[config.mk]
export PLATFORM = sky130hd
export DESIGN_NAME = ledr_word_rx
export DESIGN_NICKNAME = d
export VERILOG_FILES = /design/src/rtl/ledr_word_rx.sv
export SDC_FILE = /design/constraint.sdc
export NUM_CORES = 1
export LEC_CHECK = 0
export BUFFER_PORTS_ARGS = -buffer_cell sky130_fd_sc_hd__buf_2
export CAP_MARGIN = 20
export CORE_ASPECT_RATIO = 0.6
export CORE_MARGIN = 1
export CORE_UTILIZATION = 25
export CTS_BUF_LIST = sky130_fd_sc_hd__clkbuf_4 sky130_fd_sc_hd__clkbuf_8
export CTS_CLUSTER_DIAMETER = 60
export DETAILED_ROUTE_END_ITERATION = 8
export PLACE_DENSITY = 0.48
export SLEW_MARGIN = 20
export SYNTH_ARGS = -nofsm -noshare
export SYNTH_HDL_FRONTEND = slang
export SYNTH_SLANG_ARGS = --single-unit
[constraint.sdc]
create_clock -name clk -period 1.65 [get_ports clk]
set_input_delay 0.0825 -clock clk [delete_from_list [all_inputs] [get_ports clk]]
set_output_delay 0.0825 -clock clk [all_outputs]
set_load 0.02 [all_outputs]
[src/rtl/ledr_word_rx.sv]
module ledr_word_rx #(
  parameter int WORD_W = 16,
  parameter int LANES  = 4
) (
  input  logic              clk,
  input  logic              rst_n,
  input  logic              i_state,
  input  logic              i_phase,
  input  logic              i_ready,
  output logic [WORD_W-1:0] o_word,
  output logic              o_valid,
  output logic              o_ack,
  output logic              o_overrun
);
  localparam int DEPTH = WORD_W / LANES;
  localparam int PW    = (LANES > 1) ? $clog2(LANES) : 1;
  localparam int SW    = (DEPTH > 1) ? $clog2(DEPTH) : 1;

  logic          s_q, p_q, par_q;
  logic [PW-1:0] ptr_q;
  logic [SW-1:0] slot_q;
  logic [WORD_W-1:0] asm_w;

  wire hit  = (s_q ^ p_q) != par_q;
  wire lane_end = ptr_q == PW'(LANES - 1);
  wire last = hit && lane_end && slot_q == SW'(DEPTH - 1);

  for (genvar l = 0; l < LANES; l++) begin : g_lane
    logic [DEPTH-1:0] bits_q;
    wire take = hit && ptr_q == PW'(l);

    always_ff @(posedge clk) begin
      if (!rst_n) bits_q <= '0;
      else if (take) bits_q[slot_q] <= s_q;
    end

    for (genvar k = 0; k < DEPTH; k++) begin : g_slot
      assign asm_w[k*LANES + l] = (take && slot_q == SW'(k)) ? s_q : bits_q[k];
    end
  end

  always_ff @(posedge clk) begin
    if (!rst_n) begin
      s_q       <= 1'b0;
      p_q       <= 1'b0;
      par_q     <= 1'b0;
      ptr_q     <= '0;
      slot_q    <= '0;
      o_word    <= '0;
      o_valid   <= 1'b0;
      o_ack     <= 1'b0;
      o_overrun <= 1'b0;
    end else begin
      s_q       <= i_state;
      p_q       <= i_phase;
      o_ack     <= last;
      o_overrun <= hit && o_valid && !i_ready;
      if (hit) begin
        par_q <= s_q ^ p_q;
        if (last) begin
          ptr_q  <= '0;
          slot_q <= '0;
        end else if (lane_end) begin
          ptr_q  <= '0;
          slot_q <= slot_q + SW'(1);
        end else begin
          ptr_q  <= ptr_q + PW'(1);
        end
      end
      if (last) begin
        o_word  <= asm_w;
        o_valid <= 1'b1;
      end else if (i_ready) begin
        o_valid <= 1'b0;
      end
    end
  end
endmodule

==> impl_results.md, run 1 <==
* Vias/cell at 4.55
* # diodes at 0
* Crit-path cells: xnor3_2 -> nor2_8 -> buf_4 -> nand2_4 -> clkinv_4 -> a22o_1
* Xor and xnor area share after synthesis at 3.64%
* Design area at 2160 um2
* Vias in the first global route at 1287
* Clock Root Buffer: clkbuf_8
* Max Root-Sink Buffers at 2
* Relative slew slack at 71.7%
* Total global-route track usage at 12.3%
* Dpl cells at 297
* CP arrival at 1.78 ns
* I/O pins at 24
* Critical Path Source Type: register
* Filler Cells Inserted at 701
* Final Skew at 0.00461 ns
* Yosys reg bits at 41
* Peak Freq at 627 MHz
* Max Slew Vio Count at 0
* Leak at 0.936 nW
* IO Port Bufs at 23
* Syn nets at 204
* Post-synthesis cell area at 1790 um2
* Sequential share of the synthesized area at 45.9%
* Vias at 1393
* Placer Congestion at 0.700
* CP required at 1.84 ns
* Fraction of registers with async set/reset at 0%
* Top-area cell type share of the netlist area at 45.9%
* Share of layout cells above drive strength 1 at 25.6%
* Initial core utilization at 26.3%
* Status: completed
* Pwr/cell area at 923 nW/um2
* Final hold slack at 0.0295 ns
* Mux cell area share after synthesis at 0.560%
* Final ANT Viol Nets at 0
* Die area at 7500 um2
* Final core utilization at 31.8%
* Simple-gate share of the synthesized area at 16.4%
* Overall power at 0.00199 W
* Primary FF master, synth: dfxtp_1
* Final HPWL DP at 2910 um
* Fin crit share at 96.7%
* Worst VDD drop at 422 uV
* YS warnings at 0
* Worst Setup Path Type: register to register
* Post-Syn Area per Cell at 9.35 um2
* Die H at 67.5 um
* # setup viols final at 0
* Routed wire length at 4170 um
* Post-synth cell types at 31
* Final count of hold timing violations at 0
* Cell area after placement at 2040 um2
* Row count at 23
* Synth top area cells: dfxtp_1 (46%), nand2_1 (6.1%), ha_1 (5.6%)
* Drt first pass iters at 4
* CTS clock-pin slew for the worst setup and hold paths at 0.08 ns
* Commonest cells in the netlist: dfxtp_1 (41), nand2_1 (29), o21ai_0 (15)
* Number of enable flip-flop cells after synthesis at 0
* Compound-Gate Fraction of Synth Area at 21.9%
* Area Growth Syn to Fin at 20.7%
* Iteration-0 DRC Markers at 75
* Number of max-cap violations at 0
* Non-filler instance count after layout at 306
* Drt drc at 0
* Core box area at 6790 um2
* Post-Synth Adder-Cell Area at 5.60%
* CTS tree: done
* Pin count of the biggest net entering global routing at 31
* CP Capture Type: register
* Initial antenna violation count at 0
* Slowest cell delay on critical path at 0.48 ns
* Main combinational cell family by area after synthesis: compound AO/OA/AOI/OAI gates
* Final #Nets at 231
* Overflow left after global routing at 0
* RSZ-0062 raised after global routing: no
* Worst slew pin tran at 0.423 ns
* CTS Buf Count at 5
* Worst Hold Class: primary input to register
* Min Tclk post-route at 1.59 ns
* Die Width at 111 um
* First-pass GRT wire length at 6840 um
* Crit-path slowest cell: xnor3_2
* Post-synth top area cell: dfxtp_1
* Worst Path Max Fanout at 14
* Drt wl/cell at 13.6 um
* Clock Sinks at 41
* Top-count cell post-synth: dfxtp_1
* Synth Instances at 191
* R2R Setup Slk at 0.06 ns
* Worst skew pair latency at 0.30 ns
* H-tree Lvls at 2
-- layout make-up --
cell class                      count  area [um2]  area share, %
Sequential cell                    41         821           38.1
Inverter                            7        31.3           1.45
Multi-Input combinational cell    128         875           40.5
Clock buffer                        7        96.3           4.47
Timing Repair Buffer               35         220           10.2
Clock inverter                      1        5.00          0.232
Tap cell                           87         109           5.05
-- kinds of logic after synthesis --
logic type      count (synthesis)
compound gates                 57
fa+ha+maj                       8
xor+xnor                        4
mux                             1
flops                          41
simple gates                   58
buf+inv                        22
-- critical path, delay by kind of cell, from the launching register on --
family                    cells  cell delay [ns]
and+or+nand+nor               2             0.15
buffers and inverters         2             0.27
DFF                           1             0.32
xor gates and xnor gates      1             0.48
AOI/OAI and AO/OA             1             0.26
-- per-stage QoR --
step	setup WS, ns	TNS (ns)
floorplan	0.0584	0
global placement	0.0161	0
detailed placement	-0.0804	-0.848
CTS	0.0448	0
global route	0.0123	0
finish	0.0550	0
-- path summary, 6_finish.rpt --
kind          endpoint       from  cells after the start
max reg2reg  o_word[2]        s_q                      6
max          o_word[2]        s_q                      6
min                s_q    i_state                      2
min reg2reg  o_word[4]  o_word[4]                      1
-- cells in the final DEF, fill, tap and decap left out, drive strengths merged, types with 3 or more instances in the layout --
master / synthesis / routed
a31o: 7 / 7
clkbuf: 7 / 7
ha: 8 / 8
nor2: 8 / 8
a21oi: 10 / 10
a31oi: 8 / 8
o21ai: 15 / 15
and3: 8 / 8
a32o: 7 / 7
nand2: 30 / 30
a22o: 6 / 6
buf: 8 / 34
dfxtp: 41 / 41
inv: 5 / 5
and2: 8 / 8
clkinv: 2 / 3
-- report_power, final --
part | leakage, nW | switching [W] | internal, W
Clock | 0.0542 | 0.000362 | 0.000379
Sequential | 0.331 | 0.0000139 | 0.00100
Combinational | 0.551 | 0.000137 | 0.0000956
-- registers in the layout (all words and copies together), names as in the netlist --
register and count:
s_q 1, ptr_q 2, slot_q 2, par_q 1, o_valid 1, o_overrun 1, g_lane.bits_q 15, o_word 16
p_q 1, o_ack 1
-- what timing repair did --
item | in CTS | in global routing
hold endpoints to repair | 1 | 0
hold buffers | 1 | 0
buffers inserted | 0 | 0
endpoints found under the setup margin | 15 | 2
gates resized for setup | 1 | 1
pin swaps | 0 | 0
-- layer usage --
metal  vias up  GRT usage (%)  wire length, um
met5         -              0                0
met4         0           4.90               36
met3         4           4.13              178
met2        28           15.8             1590
met1       640           18.3             2360
li1        721              -                -
No activity file was read; power rests on OpenSTA's default activity.
==> inputs of run 2 (changes only) <==
==> constraint.sdc (replaced) <==
create_clock -name clk -period 1.45 [get_ports clk]
set_input_delay 0.0725 -clock clk [delete_from_list [all_inputs] [get_ports clk]]
set_output_delay 0.0725 -clock clk [all_outputs]
set_load 0.02 [all_outputs]
==> run 2 against run 1 <==
Non-clock buffer count increased by 6. Fmax is 12% higher. Critical endpoint is now o_word[7]. Combinational power increased by 41%. First-iteration DRC count down 32%. The run now ends with DRC left. Largest cell class unchanged. Register-to-register slack got worse by 0.04 ns. Sequential cell count stayed put. Sequential share of layout area shrank 3.0 points. Utilization is 3.1 points higher. Routed wire length increased by 3.5%. Critical path type unchanged. Sequential power increased by 15%. Via count rose by 3.5%.
==> impl_results.md, run 2 (same netlist as run 1, synthesis figures left out) <==
* Status: finished, violations left
* Failing checks: DRC
* Final worst slack at 0.0200 ns
* Final HPWL DP at 2980 um
* Die area at 7500 um2
* Row count at 23
* Die Width at 111 um
* Dpl cells at 301
* Largest regs: o_word (16), g_lane.bits_q (15)
* Clock Root Buffer: clkbuf_8
* Clock Sinks at 41
* CP required at 1.69 ns
* Total global-route track usage at 12.8%
* Design area at 2370 um2
* Drt wl/cell at 13.8 um
* Worst slack, placed at -0.0539 ns
* Overflow left after global routing at 0
* RSZ-0062 raised after global routing: yes
* Fin crit share at 98.6%
* Critical Path Source Type: register
* Commonest non-fill, non-tap cells in the layout: dfxtp_1 (34), nand2_1 (27), buf_2 (23)
* Share of layout cells above drive strength 1 at 36.4%
* Worst Path Max Fanout at 15
* Placer Congestion at 0.729
* Max Root-Sink Buffers at 2
* # diodes at 0
* CP Capture Type: register
* Cell area after placement at 2090 um2
* Final hold slack at 0.0529 ns
* Drt first pass iters at 6
* H-tree Lvls at 2
* Number of max-cap violations at 0
* Worst VDD drop at 350 uV
* Area Growth Syn to Fin at 32.6%
* Pin count of the biggest net entering global routing at 31
* Drt drc at 2
* Slowest cell delay on critical path at 0.48 ns
* Vias in the first global route at 1400
* Worst Hold Class: primary input to register
* Relative slew slack at 75.0%
* Overall power at 0.00247 W
* Initial antenna violation count at 0
* CTS tree: done
* Final #Nets at 237
* CP arrival at 1.67 ns
* First-pass GRT wire length at 7180 um
* Final ANT Viol Nets at 0
* Reg with most FFs: o_word
* IO Port Bufs at 23
* Crit-path slowest cell: xnor3_2
* Worst slew pin tran at 0.375 ns
* R2R Setup Slk at 0.02 ns
* Iteration-0 DRC Markers at 51
* # setup viols final at 0
* Crit-path cells: xnor3_2 -> nor2_8 -> nor2_4 -> a22o_1
* Pwr/cell area at 1040 nW/um2
* Routed wire length at 4310 um
* Commonest non-fill, non-tap cell in the layout: dfxtp_1
* Worst skew pair latency at 0.30 ns
* CTS clock-pin slew for the worst setup and hold paths at 0.08 ns
* Leak at 0.990 nW
* Core box area at 6790 um2
* Vias at 1442
* Min Tclk post-route at 1.43 ns
* Die H at 67.5 um
* CTS Buf Count at 5
* Non-filler instance count after layout at 312
* Vias/cell at 4.62
* Final Skew at 0.00581 ns
* Final count of hold timing violations at 0
* Peak Freq at 699 MHz
* I/O pins at 24
* Initial core utilization at 26.3%
* Worst Setup Path Type: register to register
* Largest register FFs at 16
* Max Slew Vio Count at 0
-- run 2: changes by cell type in the layout (fill, tap and decap cells not counted), moves of 3 or more --
cell	change
ha_4	+8
inv_2	+3
ha_1	-7
dfxtp_1	-7
buf_4	+3
o21ai_0	-3
dfxtp_2	+7
o21ai_1	+3
inv_1	-3
-- run 2: power by group --
part / total, W / leakage, nW / internal, W / switching (W)
clock network: 0.000973 / 0.0619 / 0.000580 / 0.000393
logic: 0.000326 / 0.594 / 0.000155 / 0.000171
registers: 0.00117 / 0.334 / 0.00115 / 0.0000277
total: 0.00247 / 0.990 / 0.00188 / 0.000592
-- run 2: worst max-delay path, delay by kind of cell, from the launching register on --
| family | cells | cell delay, ns |
|---|---|---|
| flops | 1 | 0.33 |
| simple gates | 2 | 0.36 |
| xor+xnor | 1 | 0.48 |
| compound gates | 1 | 0.19 |
-- run 2: final timing paths --
kind              from         to  cells past startpoint
max                p_q  o_word[7]                      4
min            i_ready    o_valid                      4
max reg2reg        p_q  o_word[7]                      4
min reg2reg  o_word[5]  o_word[5]                      1
-- run 2: per-stage QoR --
step | util (%) | TNS, ns
after floorplan | - | -0.0407
after global placement | 30.8 | -0.317
after detailed placement | 30.8 | -0.558
after CTS | 33.3 | -0.00624
after global routing | 34.9 | -0.783
final | 34.9 | 0
-- run 2: layout make-up --
| class | instances | area, um2 |
|---|---|---|
| clock inverter | 1 | 30.0 |
| inverter | 7 | 33.8 |
| fill | 698 | 4420 |
| multi-input combinational | 128 | 993 |
| timing repair buffer | 41 | 284 |
| clock buffer | 7 | 90.1 |
| sequential | 41 | 830 |
| tap | 87 | 109 |
-- run 2: metal layers --
layer,global-route usage (%),vias up,wire (um)
li1,-,739,-
met1,18.1,663,2200
met2,18.1,34,1790
met3,3.59,6,279
met4,5.57,0,49
met5,0,-,0
-- run 2: repair_timing --
item | CTS | global route
hold endpoints to repair | 2 | 0
gates resized for setup | 10 | 24
hold buffers | 2 | 0
setup endpoints to repair | 18 | 26
setup buffers | 2 | 0
pin swaps | 4 | 3
==> inputs of run 3 (changes only) <==
--- a/config.mk
+++ b/config.mk
@@ -13,7 +13,7 @@
 export CTS_BUF_LIST = sky130_fd_sc_hd__clkbuf_4 sky130_fd_sc_hd__clkbuf_8
 export CTS_CLUSTER_DIAMETER = 60
 export DETAILED_ROUTE_END_ITERATION = 8
-export PLACE_DENSITY = 0.48
+export PLACE_DENSITY = 0.46
 export SLEW_MARGIN = 20
 export SYNTH_ARGS = -nofsm -noshare
 export SYNTH_HDL_FRONTEND = slang
==> constraint.sdc (replaced) <==
create_clock -name clk -period 1.46 [get_ports clk]
set_input_delay 0.073 -clock clk [delete_from_list [all_inputs] [get_ports clk]]
set_output_delay 0.073 -clock clk [all_outputs]
set_load 0.02 [all_outputs]
==> run 3 against run 2 <==
The run ends with setup timing left. Final cell count down 0.32%. Largest power group unchanged. Largest cell class unchanged. Global-route usage is 0.90 points lower. Setup slack worse by 0.032 ns. Highest routed layer unchanged. Clock power down 21%. Utilization down 0.70 points.
==> impl_results.md, run 3 (same netlist as run 1, synthesis figures left out) <==
* Status: finished, violations left
* Failing checks: setup timing
* Max Slew Vio Count at 0
* Final count of hold timing violations at 0
* Worst slew pin tran at 0.553 ns
* Slowest cell delay on critical path at 0.49 ns
* Min Tclk post-route at 1.47 ns
* Pwr/cell area at 974 nW/um2
* Buf+Inv Stages, Crit Path at 1
* Drt drc at 0
* Filler Cells Inserted at 684
* Relative slew slack at 63.1%
* Initial antenna violation count at 0
* CP required at 1.64 ns
* Core box area at 6790 um2
* Die H at 67.5 um
* Final worst slack at -0.0120 ns
* I/O pins at 24
* RR Startpoint: p_q
* Vias/cell at 4.57
* Crit-path slowest cell: xnor3_2
* Critical Path Source Type: register
* Final #Nets at 237
* Worst Path Max Fanout at 15
* Final TNS setup at -0.0383 ns
* Overflow left after global routing at 0
* Worst skew pair latency at 0.29 ns
* Crit path launch: p_q
* IO Port Bufs at 23
* H-tree Lvls at 2
* Hold_sp: i_ready
* Final HPWL DP at 2870 um
* Worst Setup Path Type: register to register
* Largest regs: o_word (16), g_lane.bits_q (15)
* Final core utilization at 34.2%
* Area Growth Syn to Fin at 30.0%
* Area occupied by registers at 830 um2
* Multi-input gate area at 982 um2
* Drt first pass iters at 4
* Vias in the first global route at 1313
* Number of max-cap violations at 0
* Max Root-Sink Buffers at 2
* Worst VDD drop at 344 uV
* CTS tree: done
* Total global-route track usage at 11.9%
* Design area at 2320 um2
* Cell area after placement at 2070 um2
* Routed wire length at 4220 um
* RSZ-0062 raised after global routing: yes
* Largest register FFs at 16
* Drt wl/cell at 13.6 um
* CP Capture Type: register
* Commonest non-fill, non-tap cell in the layout: dfxtp_1
* Vias at 1420
* Placer Congestion at 0.715
* Reg with most FFs: o_word
* # diodes at 0
* Clock Root Buffer: clkbuf_8
* Share of layout cells above drive strength 1 at 35.3%
* Final Skew at 0.00684 ns
* Die area at 7500 um2
* First-pass GRT wire length at 6710 um
* Crit-path cells: xnor3_2 -> nor2_8 -> nor2_4 -> buf_12 -> a32o_1
* Initial core utilization at 26.3%
* Pin count of the biggest net entering global routing at 31
* Iteration-0 DRC Markers at 72
* Critical path's top delay family: XOR/XNOR gates
* Leak at 0.970 nW
* Final ANT Viol Nets at 0
* CP arrival at 1.65 ns
* Commonest non-fill, non-tap cells in the layout: dfxtp_1 (36), nand2_1 (27), buf_2 (23)
* Die Width at 111 um
* CTS clock-pin slew for the worst setup and hold paths at 0.08 ns
* Peak Freq at 679 MHz
* # setup viols final at 6
* Row count at 23
* Worst Hold Class: primary input to register
* Clock Sinks at 41
* CTS Buf Count at 5
* Overall power at 0.00226 W
* Fin crit share at 101%
run 3: changes by cell type in the layout (fill, tap and decap cells not counted):
cell	previous run	this run
xnor2_4	1	0
clkinv_4	0	1
dfxtp_1	34	36
dfxtp_4	0	1
buf_6	1	0
xnor2_2	0	1
bufinv_16	1	0
inv_8	1	0
buf_4	13	14
dfxtp_2	7	4
run 3: repair_timing:
action | 4_1_cts | 5_1_grt
endpoints found under the hold margin | 2 | 0
endpoints found under the setup margin | 18 | 22
buffers inserted | 0 | 2
resized for setup | 10 | 20
pin swaps | 1 | 1
hold buffers | 2 | 0
run 3: cell type report:
type	count	area share, %
clock buffer	7	3.88
inverter	7	1.35
multi-input combinational	128	42.3
sequential	41	35.7
tap	87	4.69
timing repair buffer	41	12.1
run 3: through the flow:
| stage | instances | setup WS [ns] | hold WS, ns |
|---|---|---|---|
| after floorplan | 191 | -0.0104 | 0.200 |
| after global placement | 300 | -0.0418 | 0.280 |
| after detailed placement | 300 | -0.0649 | 0.281 |
| after CTS | 309 | -0.0125 | 0.0670 |
| after global routing | 311 | -0.0525 | 0.0800 |
| final | 311 | -0.0120 | 0.0751 |
run 3: per-layer routing:
metal  global-route usage [%]  vias to the layer above  wire [um]
met5                        0                        -          0
met4                     3.55                        0         47
met3                     3.50                        8        164
met2                     17.1                       26       1690
met1                     17.1                      658       2320
li1                         -                      728          -
run 3: path summary, 6_finish.rpt:
check                    to  slack, ns  cells after the start
setup / recovery  o_word[5]      -0.01                      5
hold / removal      o_valid       0.08                      4
setup reg to reg  o_word[5]      -0.01                      5
hold reg to reg   o_word[9]       0.47                      1
run 3: worst reg2reg max path, stage by stage, from the launching register on:
cell and delay [ns]:
dfxtp_2 0.34, xnor3_2 0.49, nor2_8 0.15, nor2_4 0.05, buf_12 0.14, a32o_1 0.20
run 3: power by group:
group | internal (W) | total, W | switching [W]
Sequential | 0.00114 | 0.00116 | 0.0000258
Combinational | 0.000157 | 0.000329 | 0.000172
Clock | 0.000394 | 0.000771 | 0.000377
